`src/rtl/lpc_resp_pkg.sv`:
```
package lpc_resp_pkg;

   typedef enum logic [3:0] {
      ST_IDLE,
      ST_CTYPE,
      ST_ADDR,
      ST_CHAN,
      ST_SIZE,
      ST_WDATA,
      ST_HTAR,
      ST_SYNC,
      ST_RDATA,
      ST_PTAR
   } resp_state_e;

   typedef struct packed {
      logic is_dma;
      logic is_wr;
   } cyc_kind_t;

   localparam logic [3:0] START_NIB = 4'b0000;
   localparam logic [3:0] READY_NIB = 4'b0000;
   localparam logic [3:0] TAR_NIB   = 4'b1111;
   localparam logic [1:0] CT_IO     = 2'b00;
   localparam logic [1:0] CT_DMA    = 2'b10;
   localparam int         BYTE_W    = 8;

   function automatic int max_of4(input int a, input int b, input int c, input int d);
      int m;
      m = a;
      if (b > m) m = b;
      if (c > m) m = c;
      if (d > m) m = d;
      return m;
   endfunction

   // Accepted cycle types: I/O or DMA class, reserved bit 0 clear.
   function automatic logic ctype_known(input logic [3:0] ct);
      return ((ct[3:2] == CT_IO) || (ct[3:2] == CT_DMA)) && !ct[0];
   endfunction

endpackage

```
`src/rtl/lpc_wait_policy.sv`:
```
module lpc_wait_policy
   import lpc_resp_pkg::*;
#(
   parameter int         IO_RD_WAITS   = 3,
   parameter int         IO_WR_WAITS   = 2,
   parameter int         DMA_RD_WAITS  = 3,
   parameter int         DMA_WR_WAITS  = 4,
   parameter logic [3:0] IO_WAIT_CODE  = 4'b0110,
   parameter logic [3:0] DMA_WAIT_CODE = 4'b0101,
   parameter int         CW            = 3
) (
   input  cyc_kind_t       kind,
   output logic [CW-1:0]   nwait,
   output logic [3:0]      wcode
);

   localparam int MAXW = max_of4(IO_RD_WAITS, IO_WR_WAITS, DMA_RD_WAITS, DMA_WR_WAITS);

   if (IO_WAIT_CODE == READY_NIB || DMA_WAIT_CODE == READY_NIB) begin : g_bad_code
      $error("wait codes must differ from the ready SYNC");
   end
   if (MAXW >= (1 << CW)) begin : g_bad_width
      $error("wait counter width too small for the largest wait count");
   end
   if (IO_RD_WAITS < 0 || IO_WR_WAITS < 0 || DMA_RD_WAITS < 0 || DMA_WR_WAITS < 0) begin : g_bad_cnt
      $error("wait counts must not be negative");
   end

   assign wcode = kind.is_dma ? DMA_WAIT_CODE : IO_WAIT_CODE;

   if (IO_RD_WAITS == IO_WR_WAITS && DMA_RD_WAITS == DMA_WR_WAITS) begin : g_dir_blind
      // Direction does not matter: select on class alone.
      assign nwait = kind.is_dma ? CW'(DMA_RD_WAITS) : CW'(IO_RD_WAITS);
   end else begin : g_dir_aware
      always_comb begin
         unique case ({kind.is_dma, kind.is_wr})
            2'b00:   nwait = CW'(IO_RD_WAITS);
            2'b01:   nwait = CW'(IO_WR_WAITS);
            2'b10:   nwait = CW'(DMA_RD_WAITS);
            default: nwait = CW'(DMA_WR_WAITS);
         endcase
      end
   end

endmodule

```
`src/rtl/lpc_stretch_ctr.sv`:
```
module lpc_stretch_ctr #(
   parameter int LIMIT = 330,
   parameter int SW    = 9
) (
   input  logic          clk,
   input  logic          rst_n,
   input  logic          clr,
   input  logic          inc,
   output logic [SW-1:0] cnt,
   output logic          at_limit
);

   if (LIMIT < 0) begin : g_bad_limit
      $error("stretch limit must not be negative");
   end

   if (LIMIT == 0) begin : g_no_stretch
      // No long waits allowed: a not-ready back end errors at once.
      assign cnt      = '0;
      assign at_limit = 1'b1;
   end else begin : g_counted
      if (LIMIT >= (1 << SW)) begin : g_bad_width
         $error("stretch counter width too small for the limit");
      end
      logic [SW-1:0] cnt_q;
      always_ff @(posedge clk or negedge rst_n) begin
         if (!rst_n)
            cnt_q <= '0;
         else if (clr)
            cnt_q <= '0;
         else if (inc && cnt_q != SW'(LIMIT))
            cnt_q <= cnt_q + 1'b1;
      end
      assign cnt      = cnt_q;
      assign at_limit = (cnt_q == SW'(LIMIT));
   end

endmodule

```
`src/rtl/lpc_lad_drive.sv`:
```
module lpc_lad_drive
   import lpc_resp_pkg::*;
(
   input  resp_state_e       st,
   input  logic              nib_odd,
   input  logic [3:0]        sync_code,
   input  logic [BYTE_W-1:0] rdata,
   output logic [3:0]        lad_out,
   output logic              lad_oe
);

   always_comb begin
      lad_out = TAR_NIB;
      lad_oe  = 1'b0;
      unique case (st)
         ST_SYNC: begin
            lad_out = sync_code;
            lad_oe  = 1'b1;
         end
         ST_RDATA: begin
            lad_out = nib_odd ? rdata[7:4] : rdata[3:0];
            lad_oe  = 1'b1;
         end
         ST_PTAR: begin
            lad_out = TAR_NIB;
            lad_oe  = !nib_odd;
         end
         default: begin
            lad_out = TAR_NIB;
            lad_oe  = 1'b0;
         end
      endcase
   end

endmodule

```
`src/rtl/lpc_cycle_responder.sv`:
```
module lpc_cycle_responder
   import lpc_resp_pkg::*;
#(
   parameter int         IO_RD_WAITS   = 3,
   parameter int         IO_WR_WAITS   = 2,
   parameter int         DMA_RD_WAITS  = 3,
   parameter int         DMA_WR_WAITS  = 4,
   parameter logic [3:0] IO_WAIT_CODE  = 4'b0110,
   parameter logic [3:0] DMA_WAIT_CODE = 4'b0101,
   parameter logic [3:0] ERR_CODE      = 4'b1010,
   parameter int         STRETCH_MAX   = 330,
   parameter int         ADDR_NIBS     = 4
) (
   input  logic                   clk,
   input  logic                   rst_n,
   input  logic                   lframe_n,
   input  logic [3:0]             lad_in,
   output logic [3:0]             lad_out,
   output logic                   lad_oe,
   output logic                   ldrq_n,
   output logic [4*ADDR_NIBS-1:0] loc_addr,
   output logic [BYTE_W-1:0]      loc_wdata,
   output logic                   loc_wr,
   output logic                   loc_rd,
   output logic                   loc_dma,
   input  logic [BYTE_W-1:0]      loc_rdata,
   input  logic                   loc_ready
);

   localparam int ADDR_W = 4 * ADDR_NIBS;
   localparam int NCW    = $clog2(ADDR_NIBS);
   localparam int MAXW   = max_of4(IO_RD_WAITS, IO_WR_WAITS, DMA_RD_WAITS, DMA_WR_WAITS);
   localparam int CW     = (MAXW > 0) ? $clog2(MAXW + 1) : 1;
   localparam int SW     = (STRETCH_MAX > 0) ? $clog2(STRETCH_MAX + 1) : 1;

   if (ADDR_NIBS < 2) begin : g_bad_addr
      $error("address must span at least two nibbles");
   end
   if (ERR_CODE == READY_NIB || ERR_CODE == IO_WAIT_CODE || ERR_CODE == DMA_WAIT_CODE) begin : g_bad_err
      $error("error SYNC must differ from ready and wait codes");
   end

   resp_state_e         st;
   cyc_kind_t           kind;
   logic [NCW-1:0]      nib;
   logic [ADDR_W-1:0]   addr_q;
   logic [BYTE_W-1:0]   wdata_q;
   logic [BYTE_W-1:0]   rdata_q;
   logic [CW-1:0]       wcnt;
   logic [CW-1:0]       nwait;
   logic [3:0]          wcode;
   logic [3:0]          sync_code;
   logic [SW-1:0]       str_cnt;
   logic                at_limit;
   logic                sync_phase;
   logic                fixed_wait;
   logic                ready_eff;
   logic                stretch_inc;
   logic                nib_odd;

   lpc_wait_policy #(
      .IO_RD_WAITS   (IO_RD_WAITS),
      .IO_WR_WAITS   (IO_WR_WAITS),
      .DMA_RD_WAITS  (DMA_RD_WAITS),
      .DMA_WR_WAITS  (DMA_WR_WAITS),
      .IO_WAIT_CODE  (IO_WAIT_CODE),
      .DMA_WAIT_CODE (DMA_WAIT_CODE),
      .CW            (CW)
   ) u_policy (
      .kind  (kind),
      .nwait (nwait),
      .wcode (wcode)
   );

   assign sync_phase  = (st == ST_SYNC);
   assign fixed_wait  = (wcnt < nwait);
   assign ready_eff   = kind.is_dma | loc_ready;
   assign stretch_inc = sync_phase && lframe_n && !fixed_wait && !ready_eff && !at_limit;

   lpc_stretch_ctr #(
      .LIMIT (STRETCH_MAX),
      .SW    (SW)
   ) u_stretch (
      .clk      (clk),
      .rst_n    (rst_n),
      .clr      (!sync_phase),
      .inc      (stretch_inc),
      .cnt      (str_cnt),
      .at_limit (at_limit)
   );

   // SYNC nibble: fixed waits, then ready, long wait or error.
   always_comb begin
      if (fixed_wait)
         sync_code = wcode;
      else if (ready_eff)
         sync_code = READY_NIB;
      else if (!at_limit)
         sync_code = wcode;
      else
         sync_code = ERR_CODE;
   end

   always_ff @(posedge clk or negedge rst_n) begin
      if (!rst_n) begin
         st      <= ST_IDLE;
         kind    <= '0;
         nib     <= '0;
         addr_q  <= '0;
         wdata_q <= '0;
         rdata_q <= '0;
         wcnt    <= '0;
      end else if (!lframe_n) begin
         // Framing strobe low: abort and re-arm START detection.
         st  <= (lad_in == START_NIB) ? ST_CTYPE : ST_IDLE;
         nib <= '0;
      end else begin
         unique case (st)
            ST_IDLE: st <= ST_IDLE;
            ST_CTYPE: begin
               if (ctype_known(lad_in)) begin
                  kind.is_dma <= lad_in[3];
                  kind.is_wr  <= lad_in[1];
                  st          <= lad_in[3] ? ST_CHAN : ST_ADDR;
                  addr_q      <= '0;
                  nib         <= '0;
               end else begin
                  st <= ST_IDLE;
               end
            end
            ST_ADDR: begin
               addr_q <= {addr_q[ADDR_W-5:0], lad_in};
               if (nib == NCW'(ADDR_NIBS - 1)) begin
                  nib <= '0;
                  st  <= kind.is_wr ? ST_WDATA : ST_HTAR;
               end else begin
                  nib <= nib + 1'b1;
               end
            end
            ST_CHAN: begin
               addr_q <= ADDR_W'(lad_in[2:0]);
               st     <= ST_SIZE;
            end
            ST_SIZE: begin
               nib <= '0;
               st  <= kind.is_wr ? ST_WDATA : ST_HTAR;
            end
            ST_WDATA: begin
               if (nib_odd) begin
                  wdata_q[7:4] <= lad_in;
                  nib          <= '0;
                  st           <= ST_HTAR;
               end else begin
                  wdata_q[3:0] <= lad_in;
                  nib          <= nib + 1'b1;
               end
            end
            ST_HTAR: begin
               if (nib_odd) begin
                  nib  <= '0;
                  wcnt <= '0;
                  st   <= ST_SYNC;
               end else begin
                  nib <= nib + 1'b1;
               end
            end
            ST_SYNC: begin
               if (fixed_wait) begin
                  wcnt <= wcnt + 1'b1;
               end else if (ready_eff) begin
                  rdata_q <= loc_rdata;
                  nib     <= '0;
                  st      <= kind.is_wr ? ST_PTAR : ST_RDATA;
               end else if (at_limit) begin
                  st <= ST_IDLE;
               end
            end
            ST_RDATA: begin
               if (nib_odd) begin
                  nib <= '0;
                  st  <= ST_PTAR;
               end else begin
                  nib <= nib + 1'b1;
               end
            end
            ST_PTAR: begin
               if (nib_odd) begin
                  nib <= '0;
                  st  <= ST_IDLE;
               end else begin
                  nib <= nib + 1'b1;
               end
            end
            default: st <= ST_IDLE;
         endcase
      end
   end

   assign nib_odd = nib[0];

   lpc_lad_drive u_drive (
      .st        (st),
      .nib_odd   (nib_odd),
      .sync_code (sync_code),
      .rdata     (rdata_q),
      .lad_out   (lad_out),
      .lad_oe    (lad_oe)
   );

   // Local access: one strobe on the first host turnaround clock.
   assign loc_addr  = addr_q;
   assign loc_wdata = wdata_q;
   assign loc_dma   = kind.is_dma;
   assign loc_wr    = (st == ST_HTAR) && !nib_odd && kind.is_wr;
   assign loc_rd    = (st == ST_HTAR) && !nib_odd && !kind.is_wr;

   // No DMA requests are raised by this block.
   assign ldrq_n = 1'b1;

endmodule

```
`config.mk`:
```
export PLATFORM = sky130hd
export DESIGN_NAME = lpc_cycle_responder
export DESIGN_NICKNAME = d
export VERILOG_FILES = /design/src/rtl/lpc_resp_pkg.sv /design/src/rtl/lpc_wait_policy.sv /design/src/rtl/lpc_stretch_ctr.sv /design/src/rtl/lpc_lad_drive.sv /design/src/rtl/lpc_cycle_responder.sv
export SDC_FILE = /design/constraint.sdc
export NUM_CORES = 1
export LEC_CHECK = 0
export ABC_AREA = 1
export BUFFER_PORTS_ARGS = -buffer_cell sky130_fd_sc_hd__buf_2
export CORE_AREA = 2 2 76 78
export CTS_CLUSTER_SIZE = 30
export DETAILED_ROUTE_END_ITERATION = 8
export DIE_AREA = 0 0 78 80
export GPL_ROUTABILITY_DRIVEN = 0
export PLACE_DENSITY = 0.84
export SETUP_SLACK_MARGIN = 0.1
export SLEW_MARGIN = 10
export SYNTH_ARGS = -nofsm -noshare
export SYNTH_HDL_FRONTEND = slang
export SYNTH_SLANG_ARGS = --single-unit
```
`constraint.sdc`:
```
create_clock -name clk -period 1.9 [get_ports clk]
set_clock_uncertainty 0.05 [all_clocks]
set_input_delay 0 -clock clk [delete_from_list [all_inputs] [get_ports clk]]
set_output_delay 0 -clock clk [all_outputs]
set_load 0.01 [all_outputs]
```
# == Yosys cells after proc, flatten, opt, wreduce, memory -nomap -nowiden ==
# Cells that the tools add are included.
# word_totals
word_cells,115
regBits,52
inputBits,16
output_inout_bits,33
# classes
muxes,37
add_sub_neg,3
bitwise,3
reduce_logical,32
eq_ne,29
n_lt_le_gt_ge,1
# op_table
operator,count
4-bit two-way mux,13
16-bit case mux with 3 select lines,1
4-bit case mux with 9 select lines,1
"3-bit != test, second input constant",7
2-bit two-way mux,9
9-bit two-way mux,2
"4-bit by 3-bit equality test with 1-bit output, second input constant",4
16-bit two-way mux,1
3-bit case mux with 2 select lines,2
3-bit AND reduction,4
4-bit AND reduction,3
2-bit case mux with 5 select lines,1
"9-bit by 1-bit adder with 9-bit output, second input constant",1
"9-bit equality test, second input constant",1
1-bit logical AND,9
"9-bit != test, second input constant",1
"4-bit by 2-bit equality test with 1-bit output, second input constant",2
"4-bit equality test, second input constant",2
4-bit case mux with 2 select lines,1
7-bit AND reduction,1
"2-bit equality test, second input constant",3
1-bit logical NOT,6
3-bit two-way mux,2
"6-bit by 2-bit != test with 1-bit output, second input constant",1
other kinds (20),27

# == Depth between registers and ports, before layout ==
# depth
ltp_word,11
mapped_depth,11
depth_no_buf,11

# == Modules after synthesis ==
# From an unflattened synthesis, not the netlist that was laid out.
# unflattened
hier_cells,431
hier_area_um2,3123.0
# modules_own_cells
module,area_per_inst_um2,seq_area_each_um2,instances,cells_per_inst
lpc_cycle_responder,2250.9,1076.0,1,283
lpc_stretch_ctr,618.1,225.2,1,94
lpc_lad_drive,206.4,0.0,1,45
lpc_wait_policy,47.5,0.0,1,9

# == Worst setup path before layout ==
# Ideal clock, no wire load.
# synth_path
path_kind,reg2reg
from,"register, netlist name loc_dma"
to,register wcnt[1]
path_slack_ns,0.169
n_path_buf,0
t_required_ns,1.722
stages_incl_launch_ff,8
setup_time_ns,0.128
synth_period_minus_slack_ns,1.731
arrival_ns,1.553
path_cell_list,dfrtp_1 > nand2_1 > ha_1 > a21o_1 > nor2_4 > nand2_1 > a21oi_1 > o21ai_0
# synth_between
elab_chain_cells,6
word_cells_on_any_way,8
classes_between,order compare (1); eq/ne (3); mux (1); reduce/logical (3)
# synth_rtl
element,line,text
2-bit equality test / 2-bit logical NOT (equally long branches),lpc_wait_policy.sv:36,"unique case ({kind.is_dma, kind.is_wr})"
2-bit OR reduction (no source line),n/a,
3-bit case mux with 2 select lines (*),lpc_wait_policy.sv:36,
3-bit < comparator (*),lpc_cycle_responder.sv:76,assign fixed_wait = (wcnt < nwait);
2-bit by 1-bit != test with 1-bit output (no source line) (*),n/a,
4-bit AND reduction (no source line) (*),n/a,
to (signal assigned),lpc_cycle_responder.sv:169,wcnt <= wcnt + 1'b1;
to (decl),lpc_cycle_responder.sv:49,logic [CW-1:0] wcnt;
# Mark *: on every way between the ends. The rest lies on a longest branch, timed or not.
# A chain may end at the register's enable or synchronous reset.

# == Final worst setup path ==
# layout_path
from,"register, netlist name loc_dma"
to,output port lad_out[2]
# layout_between
elab_chain_cells,6
word_cells_on_any_way,10
classes_between,order compare (1); eq/ne (2); mux (4); bitwise (1); reduce/logical (2)
# layout_rtl
element,line,text
2-bit equality test / 2-bit logical NOT (equally long branches),lpc_wait_policy.sv:36,
2-bit OR reduction (no source line),n/a,
3-bit case mux with 2 select lines,lpc_wait_policy.sv:36,
3-bit < comparator,lpc_cycle_responder.sv:76,
4-bit two-way mux (*),lpc_cycle_responder.sv:94,if (fixed_wait)
4-bit case mux with 2 select lines (*),lpc_lad_drive.sv:15,unique case (st)
to (decl),lpc_cycle_responder.sv:18,"output logic [3:0] lad_out,"
# Marks and branches as above.

==> impl_results.md <==
- DR iter-0 viols: 234
- CP most frequent cell: nand2_2
- Max-Cap Viols: 0
- Die W: slightly below 80 um
- Delay-heaviest family, CP: simple AND/OR/NAND/NOR gates
- Setup WS pre-CTS: 52.7 ps
- Synth Cell Area: 0.00294 mm2
- I/O pin count: 49
- Cell Area, Placed: 0.00324 mm2
- CTS H-tree lvls: 2
- Yosys top cell area share: 0.443
- Unrepaired setup endpoints after global routing: true
- Die H: around 80 um
- Cell area after layout: 0.00366 mm2
- Clock-pin slew on the worst setup and hold paths: 100 ps
- Detailed Routing Iterations Pass 1: 5
- Layout Area Growth over Synthesis: 24.8%
- Root buffer cell: clkbuf_8
- Largest family of logic cells by synthesized area: simple AND/OR/NAND/NOR gates
- Clk Latency, worst-skew pair: 310 ps
- Synth Area in Compound Gates: 0.0993
- Slew Limit Headroom: 0.571
- Vias in the first global route: between 2000 and 3000
- Final Core Density: 0.678
- Synth Area in Adders: 0.0298
- Fin nets: 475
- Final wirelength: 7100 um
- Largest net degree at the start of global routing: 53
- Crit-path cells: nand2_2, inv_2, ha_4, nand2_4, nor2_4, nor2_4, nand2_2, nand2_2, a21oi_2, nand2_1, buf_2
- Worst Path Max Fanout: 3
- CP required: 1850 ps
- Maximum clock frequency: 0.526 GHz
- Worst hold-check path type: input port to register
- Post-synth EDFFs: 0
- Synth Area in Simple Gates: 0.332
- CP max stage cell: dfrtp_1
- CP startpoint kind: register
- Count leader, synth: nand2_1
- Final hold vios: 0
- Sequential element share of the synthesized area: 0.443
- Synth Flop Type: dfrtp_1
- Setup TNS Final: -0.635 ps
- Max-slew violations: 0
- Max stage delay on crit path: 410 ps
- Cells after Synth: 377
- R2r setup slk: 50 ps
- Status: finished with violations
- # setup viols final: 1
- Netlist cell types: 30
- Peak VDD IR: 0.000450 V
- TritonCTS clock tree: done
- Synth top area cells: dfrtp_1 (44%), nand2_1 (13%), nand3_1 (9.5%), inv_1 (5.4%), nor2_1 (4.0%)
- Mapped Nets: 400
- First-pass GRT wire length: 11400 um
- Power Density: 651 mW/mm2
- Ant diodes: 0
- Die area: 0.00624 mm2
- XOR/XNOR Fraction of Synth Area: 0.0119
- DRC Markers: 0
- HPWL after DPL: 4700 um
- Fin worst setup slack: -0.635 ps
- Worst path arrival time: 1850 ps
- Post-synth top cells: nand2_1 (102), nand3_1 (56), dfrtp_1 (52)
- Mux cell area share after synthesis: 0
- Initial Util: 0.543
- Vias per inst: 5.38
- # port buffers: 47
- Post-synth top area cell: dfrtp_1
- CP Capture Type: output port
- Layout cells sized above 1: 0.272
- Longest Clk Path Bufs: 2
- Leakage power: 1.94 nW
- Total track usage: 0.228
- # fillers: between 400 and 500
- WL/cell: 13.5 um
- Final ANT Viol Nets: 0
- Clock sink total: 52
- Setup CP Type: register to output port
- Site Rows: 27
- Post-synthesis area per instance: 7.79 um2
- Tmin final: 1900 ps
- Worst-Margin Slew: 644 ps
- Yosys warns: 0
- FFs w/ async S/R, synth: 1.00
- Final Cycle Share: 1.00
- Synthesis-stage register bit count: 52
- Via count: 2822
- Num CTS Buffers: 5
- Grt ovf: 0
- Placeable Area: about 0.0054 mm2
- Initial antenna violation count: 0
- Failing checks: setup timing
- Buffers & Inverters on Critical Path: 2
- Total power: between 0.002 and 0.0025 W
-- cell usage in the layout, fill, tap and decap left out, types with 3 or more instances in the layout --
cell type / netlist / routed
inv_1: 42 / 38
dlygate4sd3_1: 0 / 13
ha_1: 7 / 5
dfrtp_2: 0 / 3
a21oi_1: 6 / 4
clkbuf_8: 0 / 5
nand2_2: 3 / 7
nand4_1: 4 / 4
buf_4: 3 / 18
nand3_1: 56 / 56
nor2_4: 6 / 9
inv_2: 2 / 5
nand2_1: 102 / 95
nor3_1: 3 / 3
nand2_4: 1 / 4
nor2_1: 31 / 27
o21ai_1: 6 / 4
dfrtp_1: 52 / 49
o21ai_2: 9 / 10
buf_2: 5 / 47
o21ai_0: 21 / 21
-- worst register-to-register path, delay by kind of cell (launching register included) --
kind / cells / cell delay [ps]
simple gates: 8 / 790
flops: 1 / 410
fa+ha+maj: 1 / 270
buf+inv: 2 / 220
-- metrics by stage --
stage                     instances  hold slack [ps]
after global placement          493              102
after detailed placement        493              108
after global routing            525             29.4
final                           525             30.7
after CTS                       519             13.7
after floorplan                 377             -346
-- power breakdown --
group | switching (W) | leakage, nW | total (W) | internal [W]
clock network | 0.000375 | 0.0414 | 0.000638 | 0.000263
logic | 0.000320 | 1.19 | 0.000518 | 0.000198
registers | 0.0000640 | 0.708 | 0.00123 | 0.00117
-- cell families (layout without fill, tap and decap cells) --
| group | count (synthesis) | after routing |
|---|---|---|
| AOI/OAI and AO/OA | 48 | 48 |
| buffers and inverters | 55 | 130 |
| xor gates and xnor gates | 4 | 4 |
| other | 1 | 1 |
| DFF | 52 | 52 |
| and+or+nand+nor | 210 | 211 |
| adders and majority gates | 7 | 7 |
-- final cells by class --
cell class                      count  area (um2)  share of cell area
Clock buffer                        6        72.6              0.0198
Clock inverter                      2        16.3             0.00444
Inverter                           44         169              0.0461
Multi-Input combinational cell    271        1510               0.412
Sequential cell                    52        1310               0.356
Tap cell                           72        90.1              0.0246
Timing Repair Buffer               78         500               0.137
-- per-layer routing --
layer  routed length, um  track usage
met1                2980        0.277
met2                3570        0.403
met3                 381       0.0441
met4                 159       0.0807
met5                   0            0
-- final timing paths --
| check | to | cells past startpoint | from |
|---|---|---|---|
| worst max-delay path | lad_out[2] | 11 | loc_dma |
| worst min-delay path | nib[1] | 3 | lframe_n |
| worst max register to register | st[3] | 11 | loc_dma |
| worst min register to register | loc_wdata[6] | 2 | loc_wdata[6] |
| max in group asynchronous | st[2] | 3 | rst_n |
| min in group asynchronous | rdata_q[1] | 3 | rst_n |
-- what timing repair did --
action                                  in CTS  in global routing
pin swaps                                    8                  9
hold buffers                                13                  0
endpoints found under the setup margin      10                 34
hold endpoints to repair                    71                  0
setup buffers                                5                  5
resized for setup                           18                 17
cloned                                       0                  1
-- sequential cells by signal, indices dropped and copies added (netlist names) --
name,count
loc_addr,16
u_stretch.cnt,9
loc_wdata,8
rdata_q,8
st,4
wcnt,3
nib,2
kind,1
loc_dma,1
Note: power is estimated with default switching activity, not from simulation.
